[src/rtl/dram_rfsh_pkg.sv]
package dram_rfsh_pkg;

  typedef enum logic [2:0] {
    ST_PAUSE, ST_IDLE, ST_CSR, ST_RASLO, ST_PRE, ST_SRHOLD, ST_SRSTAY, ST_SRPRE
  } seqState_t;

  typedef enum logic [2:0] {
    LD_CSR, LD_RAS, LD_RP, LD_SRMIN, LD_RPS
  } tmrSel_t;

  typedef struct packed {
    logic    tmrLoad;
    tmrSel_t tmrSel;
    logic    initStep;
    logic    owedServe;
    logic    owedClear;
    logic    ivlHold;
  } seqCtl_t;

endpackage

[src/rtl/dram_rfsh_dp.sv]
module dram_rfsh_dp
  import dram_rfsh_pkg::*;
#(
  parameter int INIT_PAUSE   = 40000,
  parameter int INIT_CYCLES  = 8,
  parameter int REF_INTERVAL = 3120,
  parameter int T_CSR        = 1,
  parameter int T_CHR        = 2,
  parameter int T_RAS        = 10,
  parameter int T_RP         = 8,
  parameter int T_RPS        = 22,
  parameter int SR_MIN       = 20000
) (
  input  logic       clk,
  input  logic       rst_n,
  input  seqCtl_t    ctl,
  input  logic       initDone,
  output logic       tmrZero,
  output logic       casHold,
  output logic       initLast,
  output logic [1:0] owedCnt
);
  localparam int BIG_A   = (INIT_PAUSE > SR_MIN) ? INIT_PAUSE : SR_MIN;
  localparam int TMR_MAX = (BIG_A > T_RPS) ? BIG_A : T_RPS;
  localparam int TMR_W   = $clog2(TMR_MAX + 1);
  localparam int IVL_W   = $clog2(REF_INTERVAL + 1);
  localparam int INIT_W  = $clog2(INIT_CYCLES + 1);

  logic [TMR_W-1:0]  tmr, tmrLoadVal;
  logic [IVL_W-1:0]  ivl;
  logic [INIT_W-1:0] initCnt;
  logic              ivlExpire;

  // phase timer load values
  always_comb begin
    case (ctl.tmrSel)
      LD_CSR:   tmrLoadVal = TMR_W'(T_CSR - 1);
      LD_RAS:   tmrLoadVal = TMR_W'(T_RAS - 1);
      LD_RP:    tmrLoadVal = TMR_W'(T_RP - 1);
      LD_SRMIN: tmrLoadVal = TMR_W'(SR_MIN - 1);
      default:  tmrLoadVal = TMR_W'(T_RPS - 1);
    endcase
  end

  always_ff @(posedge clk or negedge rst_n) begin
    if (!rst_n)                 tmr <= TMR_W'(INIT_PAUSE - 1);
    else if (ctl.tmrLoad)       tmr <= tmrLoadVal;
    else if (tmr != '0)         tmr <= tmr - 1'b1;
  end

  assign tmrZero = (tmr == '0);
  assign casHold = (tmr >= TMR_W'(T_RAS - T_CHR));

  always_ff @(posedge clk or negedge rst_n) begin
    if (!rst_n)            initCnt <= INIT_W'(INIT_CYCLES - 1);
    else if (ctl.initStep) initCnt <= initCnt - 1'b1;
  end
  assign initLast = (initCnt == '0);

  // refresh interval counter
  assign ivlExpire = initDone && !ctl.ivlHold && (ivl == IVL_W'(REF_INTERVAL - 1));

  always_ff @(posedge clk or negedge rst_n) begin
    if (!rst_n)                        ivl <= '0;
    else if (!initDone || ctl.ivlHold) ivl <= '0;
    else if (ivlExpire)                ivl <= '0;
    else                               ivl <= ivl + 1'b1;
  end

  // owed refresh count, saturating
  always_ff @(posedge clk or negedge rst_n) begin
    if (!rst_n) owedCnt <= '0;
    else if (ctl.owedClear) owedCnt <= '0;
    else begin
      case ({ivlExpire, ctl.owedServe && (owedCnt != '0)})
        2'b10:   owedCnt <= (owedCnt == 2'd3) ? owedCnt : owedCnt + 1'b1;
        2'b01:   owedCnt <= owedCnt - 1'b1;
        default: owedCnt <= owedCnt;
      endcase
    end
  end
endmodule

[src/rtl/dram_rfsh_ctl.sv]
module dram_rfsh_ctl
  import dram_rfsh_pkg::*;
(
  input  logic       clk,
  input  logic       rst_n,
  input  logic       rfshGnt,
  input  logic       srEnter,
  input  logic       tmrZero,
  input  logic       casHold,
  input  logic       initLast,
  input  logic [1:0] owedCnt,
  output seqCtl_t    ctl,
  output logic       initDone,
  output logic       rfshReq,
  output logic       busOwn,
  output logic       overdue,
  output logic       srActive,
  output logic       rasN,
  output logic       casN
);
  seqState_t state, stateNxt;
  logic      srPath, srSet, srClr, initSet;

  always_comb begin
    stateNxt = state;
    ctl      = '0;
    srSet    = 1'b0;
    srClr    = 1'b0;
    initSet  = 1'b0;
    ctl.ivlHold = srPath;
    case (state)
      ST_PAUSE: if (tmrZero) begin
        stateNxt = ST_CSR; ctl.tmrLoad = 1'b1; ctl.tmrSel = LD_CSR;
      end
      ST_IDLE: if (initDone && rfshGnt && srEnter) begin
        stateNxt = ST_CSR; ctl.tmrLoad = 1'b1; ctl.tmrSel = LD_CSR;
        ctl.owedClear = 1'b1; srSet = 1'b1;
      end else if (initDone && rfshGnt && owedCnt != 2'd0) begin
        stateNxt = ST_CSR; ctl.tmrLoad = 1'b1; ctl.tmrSel = LD_CSR;
      end
      ST_CSR: if (tmrZero) begin
        ctl.tmrLoad = 1'b1;
        if (srPath) begin stateNxt = ST_SRHOLD; ctl.tmrSel = LD_SRMIN; end
        else        begin stateNxt = ST_RASLO;  ctl.tmrSel = LD_RAS;   end
      end
      ST_RASLO: if (tmrZero) begin
        stateNxt = ST_PRE; ctl.tmrLoad = 1'b1; ctl.tmrSel = LD_RP;
      end
      ST_PRE: if (tmrZero) begin
        if (!initDone) begin
          if (initLast) begin stateNxt = ST_IDLE; initSet = 1'b1; end
          else begin
            stateNxt = ST_CSR; ctl.initStep = 1'b1;
            ctl.tmrLoad = 1'b1; ctl.tmrSel = LD_CSR;
          end
        end else begin
          stateNxt = ST_IDLE; ctl.owedServe = 1'b1;
        end
      end
      ST_SRHOLD: if (tmrZero) stateNxt = ST_SRSTAY;
      ST_SRSTAY: if (!srEnter) begin
        stateNxt = ST_SRPRE; ctl.tmrLoad = 1'b1; ctl.tmrSel = LD_RPS;
      end
      ST_SRPRE: if (tmrZero) begin
        stateNxt = ST_IDLE; srClr = 1'b1;
      end
      default: stateNxt = ST_IDLE;
    endcase
  end

  always_ff @(posedge clk or negedge rst_n) begin
    if (!rst_n) begin
      state    <= ST_PAUSE;
      initDone <= 1'b0;
      srPath   <= 1'b0;
    end else begin
      state <= stateNxt;
      if (initSet) initDone <= 1'b1;
      if (srSet)      srPath <= 1'b1;
      else if (srClr) srPath <= 1'b0;
    end
  end

  assign srActive = (state == ST_SRHOLD) || (state == ST_SRSTAY);
  assign rasN     = !((state == ST_RASLO) || srActive);
  assign casN     = !((state == ST_CSR) || ((state == ST_RASLO) && casHold) || srActive);
  assign busOwn   = !initDone || (state != ST_IDLE);
  assign rfshReq  = initDone && ((state != ST_IDLE) || (owedCnt != 2'd0) || srEnter);
  assign overdue  = owedCnt[1];
endmodule

[src/rtl/dram_refresh_seq.sv]
module dram_refresh_seq
  import dram_rfsh_pkg::*;
#(
  parameter int INIT_PAUSE   = 40000,
  parameter int INIT_CYCLES  = 8,
  parameter int REF_INTERVAL = 3120,
  parameter int T_CSR        = 1,
  parameter int T_CHR        = 2,
  parameter int T_RAS        = 10,
  parameter int T_RP         = 8,
  parameter int T_RPS        = 22,
  parameter int SR_MIN       = 20000
) (
  input  logic clk,
  input  logic rst_n,
  input  logic rfshGnt,
  input  logic srEnter,
  output logic rfshReq,
  output logic busOwn,
  output logic initDone,
  output logic overdue,
  output logic srActive,
  output logic rasN,
  output logic casN
);
  seqCtl_t    seqCtl;
  logic       tmrZero, casHold, initLast;
  logic [1:0] owedCnt;

  dram_rfsh_ctl u_ctl (
    .clk(clk), .rst_n(rst_n), .rfshGnt(rfshGnt), .srEnter(srEnter),
    .tmrZero(tmrZero), .casHold(casHold), .initLast(initLast), .owedCnt(owedCnt),
    .ctl(seqCtl), .initDone(initDone), .rfshReq(rfshReq), .busOwn(busOwn),
    .overdue(overdue), .srActive(srActive), .rasN(rasN), .casN(casN)
  );

  dram_rfsh_dp #(
    .INIT_PAUSE(INIT_PAUSE), .INIT_CYCLES(INIT_CYCLES), .REF_INTERVAL(REF_INTERVAL),
    .T_CSR(T_CSR), .T_CHR(T_CHR), .T_RAS(T_RAS), .T_RP(T_RP), .T_RPS(T_RPS),
    .SR_MIN(SR_MIN)
  ) u_dp (
    .clk(clk), .rst_n(rst_n), .ctl(seqCtl), .initDone(initDone),
    .tmrZero(tmrZero), .casHold(casHold), .initLast(initLast), .owedCnt(owedCnt)
  );
endmodule

[config.mk]
export PLATFORM = sky130hd
export DESIGN_NAME = dram_refresh_seq
export DESIGN_NICKNAME = d
export VERILOG_FILES = /design/src/rtl/dram_rfsh_pkg.sv /design/src/rtl/dram_rfsh_dp.sv /design/src/rtl/dram_rfsh_ctl.sv /design/src/rtl/dram_refresh_seq.sv
export SDC_FILE = /design/constraint.sdc
export NUM_CORES = 1
export LEC_CHECK = 0
export ABC_CLOCK_PERIOD_IN_PS = 2800
export BUFFER_PORTS_ARGS = -buffer_cell sky130_fd_sc_hd__buf_2
export CORE_MARGIN = 10
export CORE_UTILIZATION = 50
export CTS_CLUSTER_DIAMETER = 50
export DETAILED_ROUTE_END_ITERATION = 10
export GPL_TIMING_DRIVEN = 0
export PLACE_DENSITY = 0.76
export SETUP_SLACK_MARGIN = 0.15
export SLEW_MARGIN = 5
export SYNTH_ARGS = -nofsm -noshare
export SYNTH_HDL_FRONTEND = slang
export SYNTH_SLANG_ARGS = --single-unit
[constraint.sdc]
create_clock -name clk -period 2.8 [get_ports clk]
set_clock_uncertainty 0.05 [all_clocks]
set_input_delay 0.56 -clock clk [delete_from_list [all_inputs] [get_ports clk]]
set_output_delay 0.56 -clock clk [all_outputs]
set_load 0.01 [all_outputs]
[After elaboration in Yosys (flattened, before gate mapping)]
Cells that the tools add are included.
Word-level totals
  input port bits: 4
  bits in registers: 39
  word-level logic and storage cells: 112
Cells by class
  multiplexer cells: 44
  reduce and logical (&&, ||, !) cells: 31
  equality and inequality tests: 24
  add/sub/neg operators: 5
  magnitude comparators: 1
Operator list (number)
  case mux 15 bit (4 select lines): 1
  2-to-1 mux 3 bit: 11
  2-to-1 mux 16 bit: 2
  2-to-1 mux 12 bit: 2
  2-to-1 mux 4 bit: 6
  case mux 3 bit (8 select lines): 1
  case mux 4 bit (6 select lines): 1
  >= comparator 16 x 4 -> 1 bit (second input constant): 1
  zero test 16 bit: 1
  nonzero test 16 bit: 1
  subtractor 16 x 1 -> 16 bit (second input constant): 1
  != test 2 bit (second input constant): 7
  adder 12 x 1 -> 12 bit (second input constant): 1
  == test 12 bit (second input constant): 1
  == test 3 x 2 -> 1 bit (second input constant): 4
  == test 3 bit (second input constant): 4
  2-to-1 mux 1 bit: 11
  2-to-1 mux 2 bit: 5
  2-to-1 mux 5 bit: 2
  logical AND 1 bit: 8
  logical OR 1 bit: 8
  AND reduction 8 bit: 1
  == test 3 x 1 -> 1 bit (second input constant): 2
  zero test 3 bit: 2
  other kinds (14): 21

[Longest topological paths before layout]
  depth in word-level cells: 9
  depth in mapped cells: 9

[Cells and area by module]
From an unflattened synthesis, not the netlist that was laid out.
Unflattened totals
  cell total of the unflattened synthesis: 241
  area, all modules: 2362.3 µm²
By module, submodules not included
  dram_rfsh_dp: cells an instance 183, area each 1846.8 µm², seq. area each 867.1 µm², instances 1
  dram_rfsh_ctl: cells an instance 58, area each 515.5 µm², seq. area each 125.1 µm², instances 1

[Worst setup path after synthesis]
OpenSTA, ideal clock, no wires.
  path type: register to output
  start point: reg u_dp.tmr[7]
  end point: out casN
  path slack: 0.627 ns
  arrival time: 1.563 ns
  cell stages (with the launch flop): 6
  required time: 2.190 ns
  path through: dfrtp_1 -> nor4_4 -> nand3_1 -> nor4b_1 -> o21ai_0 -> a22oi_1
Between the ends
  longest elaborated chain between the ends: 5
RTL lines
  start: declaration: line dram_rfsh_dp.sv:29  | logic [TMR_W-1:0] tmr, tmrLoadVal;
  start signal: assignment: line dram_rfsh_dp.sv:46  | if (!rst_n) tmr <= TMR_W'(INIT_PAUSE - 1);
  start signal: assignment: line dram_rfsh_dp.sv:47  | else if (ctl.tmrLoad) tmr <= tmrLoadVal;
  start signal: assignment: line dram_rfsh_dp.sv:48  | else if (tmr != '0) tmr <= tmr - 1'b1;
  >= comparator 16 x 4 -> 1 bit: line dram_rfsh_dp.sv:52  | assign casHold = (tmr >= TMR_W'(T_RAS - T_CHR));
  logical AND 1 bit: line dram_rfsh_ctl.sv:86  | assign casN = !((state == ST_CSR) || ((state == ST_RASLO) && casHold) || srActive);
  logical OR 1 bit (2 in series): line dram_rfsh_ctl.sv:86
  zero test 1 bit: line dram_rfsh_ctl.sv:86
  end: declaration: line dram_refresh_seq.sv:24  | output logic casN
Every way passes these cells.

[Final worst setup path]
  start point: reg u_dp.tmr[6]
  end point: out casN
Same word-level chain as after synthesis.

==> flow_summary.yaml <==
worst_setup_path:
  cp.required_ns: 2.19
  crit_path_end_kind: "output pin"
  crit_fanout: 4
  startpoint_type: "register"
  cp-startpoint: "u_dp.tmr[6]"
  worstPathCellList: "nor4_4, nand3_2, nor4b_2, o21ai_0, a22oi_1, buf_2"
  worstSetupPathType: "reg2out"
  critPathMaxStageDelay_ns: 0.43
  ff2ff_setup_slack_ns: 0.43
  r2r_start: "u_dp.tmr[0]"
  crit_end: "casN"
  crit_arrival_ns: 1.94
  cp_slowest_cell: "dfrtp_1"
  worst_r2r_endpoint: "u_dp.tmr[3]"
  r2r_cells: 9
sta:
  rsz0062_at_grt: "no"
  setup-tns-final_ns: 0
  fmax_mhz: 391.7
  finalCriticalPeriod_ns: 2.553
  post-route-period-util: 0.9118
  max-slew-margin-rel: 0.4447
  hold_viol: 0
  final-max-slew-violation-count: 0
  finalSetupViolCount: 0
  fin_hold_ws_ns: 0.3125
  worst_pin_slew_ns: 0.8330
routing:
  drc: 0
  dr.pass1.iters: 4
  drt_iter0_markers: 155
  num_vias: 1885
  routed_wl_mm: 4.926
  antenna_left: 0
  routedWlPerCell_um: 15.35
  vias_per_cell: 5.872
min_path:
  hold_class: "in2async"
power:
  sw_frac_of_total: 0.2096
  power_frac_seq: 0.600
  power_density_nw_per_um2: 371.2
  comb_power_share: 0.015
  clock_power_share: 0.385
  leakage_nw: 1.033
  power.internal_mw: 0.7429
  vdd_drop_max_mv: 0.2811
  switchingPower_mw: 0.1970
grt:
  grt-ovfl-total: 0
  antenna_found_initial: 0
  grt_max_degree: 40
  grt_first_pass_wirelength_mm: 8.362
  first_global_vias: 1825
  grt_usage: 0.1349
clocking:
  cts_tree: "done"
  cts_buffers: 5
  cts_root_buf: "clkbuf_8"
  cts_sinks: 39
  htreeDepth: 2
  clk_pin_slew_ns: 0.07
  clock_latency_ns: 0.29
  clockBufferDepth: 2
cells_and_area:
  nets: 276
  drive_gt1_frac: 0.1747
  area_growth_pct: 10.18
  mostFrequentLayoutCells: "30 x nor2_1, 26 x dfrtp_1, 23 x nand2_1"
  multiInputGateArea_um2: 1250
  register_area_um2: 992.2
  fin_util: 0.5737
  fillCellCount: 399
  fin_area_um2: 2532
  n_antenna_cell: 0
  final_common_cell: "nor2_1"
floorplan:
  die_x_um: 87.80
  io_pins: 11
  row_count: 24
  coreArea_um2: 4414
  die_area_um2: 7709
  die-height_um: 87.80
  start_util: 0.5207
logic_synthesis:
  synthCells: 249
  avgSynthCellArea_um2: 9.231
  synth_edf_count: 0
  synth_fp_nets: 257
  synth_cell_type_count: 50
  ys_seq_area_frac: 0.4317
  ys_seq_elements: 39
  synth_area_um2: 2298
  synth_ff_type: "dfrtp_1"
  yosysWarningCount: 0
  async_flop_share: 1.000
placement:
  port_buffers: 10
  placed_cell_area_um2: 2414
  dp_hpwl_mm: 3.469
  place_congestion: 0.9217
flow_run:
  maxCapViolations: 0
status:
  status: "finished, final reports clean"
## per-layer routing
metal  wire length [µm]  vias up  GRT usage  share of wire
met3                164       13    0.03343          0.033
met1               2281      900     0.1681           0.46
met5                  0        -          0              0
li1                   -      931          -              -
met4                153        0    0.08261          0.031
met2               2326       41     0.2050           0.47
## state kept, by name, indices dropped and copies added (netlist names)
| signal | flops |
|---|---|
| u_dp.tmr | 16 |
| u_dp.initCnt | 4 |
| u_dp.ivl | 12 |
| u_ctl.initDone | 1 |
| u_ctl.srPath | 1 |
| u_dp.owedCnt | 2 |
| u_ctl.state | 3 |
## worst max-delay path, delay by kind of cell, from the launching register on
family          cells  cell delay, ns
flops               1            0.43
simple gates        3            0.72
buf+inv             1            0.17
compound gates      2            0.33
## repair_timing
action	4_1_cts	5_1_grt
hold buffers	0	0
setup endpoints to repair	1	1
buffers inserted	1	1
pin swaps	1	2
gates resized for setup	1	5
endpoints found under the hold margin	0	0
## synthesized netlist by cell type, types with 4 or more instances
| cell | number | area [µm²] |
|---|---|---|
| nor3_1 | 7 | 35.03 |
| dfstp_2 | 13 | 341.6 |
| dfrtp_1 | 26 | 650.6 |
| inv_1 | 6 | 22.52 |
| nand2_1 | 23 | 86.33 |
| nand4_1 | 7 | 43.79 |
| and3_1 | 6 | 37.54 |
| or3_1 | 4 | 25.02 |
| a21oi_1 | 12 | 60.06 |
| o21ai_0 | 10 | 50.05 |
| xnor2_1 | 15 | 131.4 |
| nand3_1 | 9 | 45.04 |
| xor2_1 | 10 | 87.58 |
| clkbuf_1 | 7 | 26.28 |
| nor2_1 | 30 | 112.6 |
| and4_1 | 6 | 52.55 |
| nor4_1 | 4 | 25.02 |
| ha_1 | 4 | 50.05 |
## final cells by class
type | instances | share of cell area
multi-input cells | 192 | 0.4936
flip-flops and latches | 39 | 0.3918
clock buffers | 8 | 0.03162
repair buffers | 12 | 0.02569
well taps | 52 | 0.02569
plain buffers | 12 | 0.02273
inverters | 6 | 0.008893
## logic make-up (layout without fill, tap and decap cells)
kind of cell / Yosys count / after routing / share of synthesized area
mux: 3 / 3 / 0.01524
fa+ha+maj: 4 / 4 / 0.02178
buf+inv: 18 / 38 / 0.03429
flops: 39 / 39 / 0.4317
simple gates: 114 / 114 / 0.2711
xor+xnor: 25 / 25 / 0.09526
compound gates: 46 / 46 / 0.1307
## power by group through the flow
stage / logic [mW] / clock network (mW) / registers, mW
after CTS: 0.0149 / 0.373 / 0.564
after global placement: 0.0146 / 0 / 0.574
after detailed placement: 0.0149 / 0 / 0.574
final: 0.0143 / 0.361 / 0.564
after floorplan: 0.000745 / 0 / 0.574
after global routing: 0.0162 / 0.391 / 0.564
## how the worst min path moves through the flow
stage	start	endpoint	slack (ns)	depth (start not counted)
finish	rst_n	u_dp.tmr[6]	0.31	1
global route	rst_n	u_dp.tmr[7]	0.36	1
CTS	rst_n	u_dp.ivl[5]	0.33	1
detailed placement	u_dp.initCnt[3]	u_dp.initCnt[3]	0.42	1
global placement	u_dp.initCnt[3]	u_dp.initCnt[3]	0.41	1
floorplan	rst_n	u_ctl.initDone	0.21	0
## stage by stage
step,setup slack [ns],power (mW),std cells
2_1_floorplan,0.6269,0.5750,249
3_3_place_gp,0.3230,0.5887,311
3_5_place_dp,0.2891,0.5890,311
4_1_cts,0.1585,0.9519,320
5_1_grt,0.06845,0.9712,321
6_report,0.2471,0.9399,321
(Power assumes the default switching activity.)
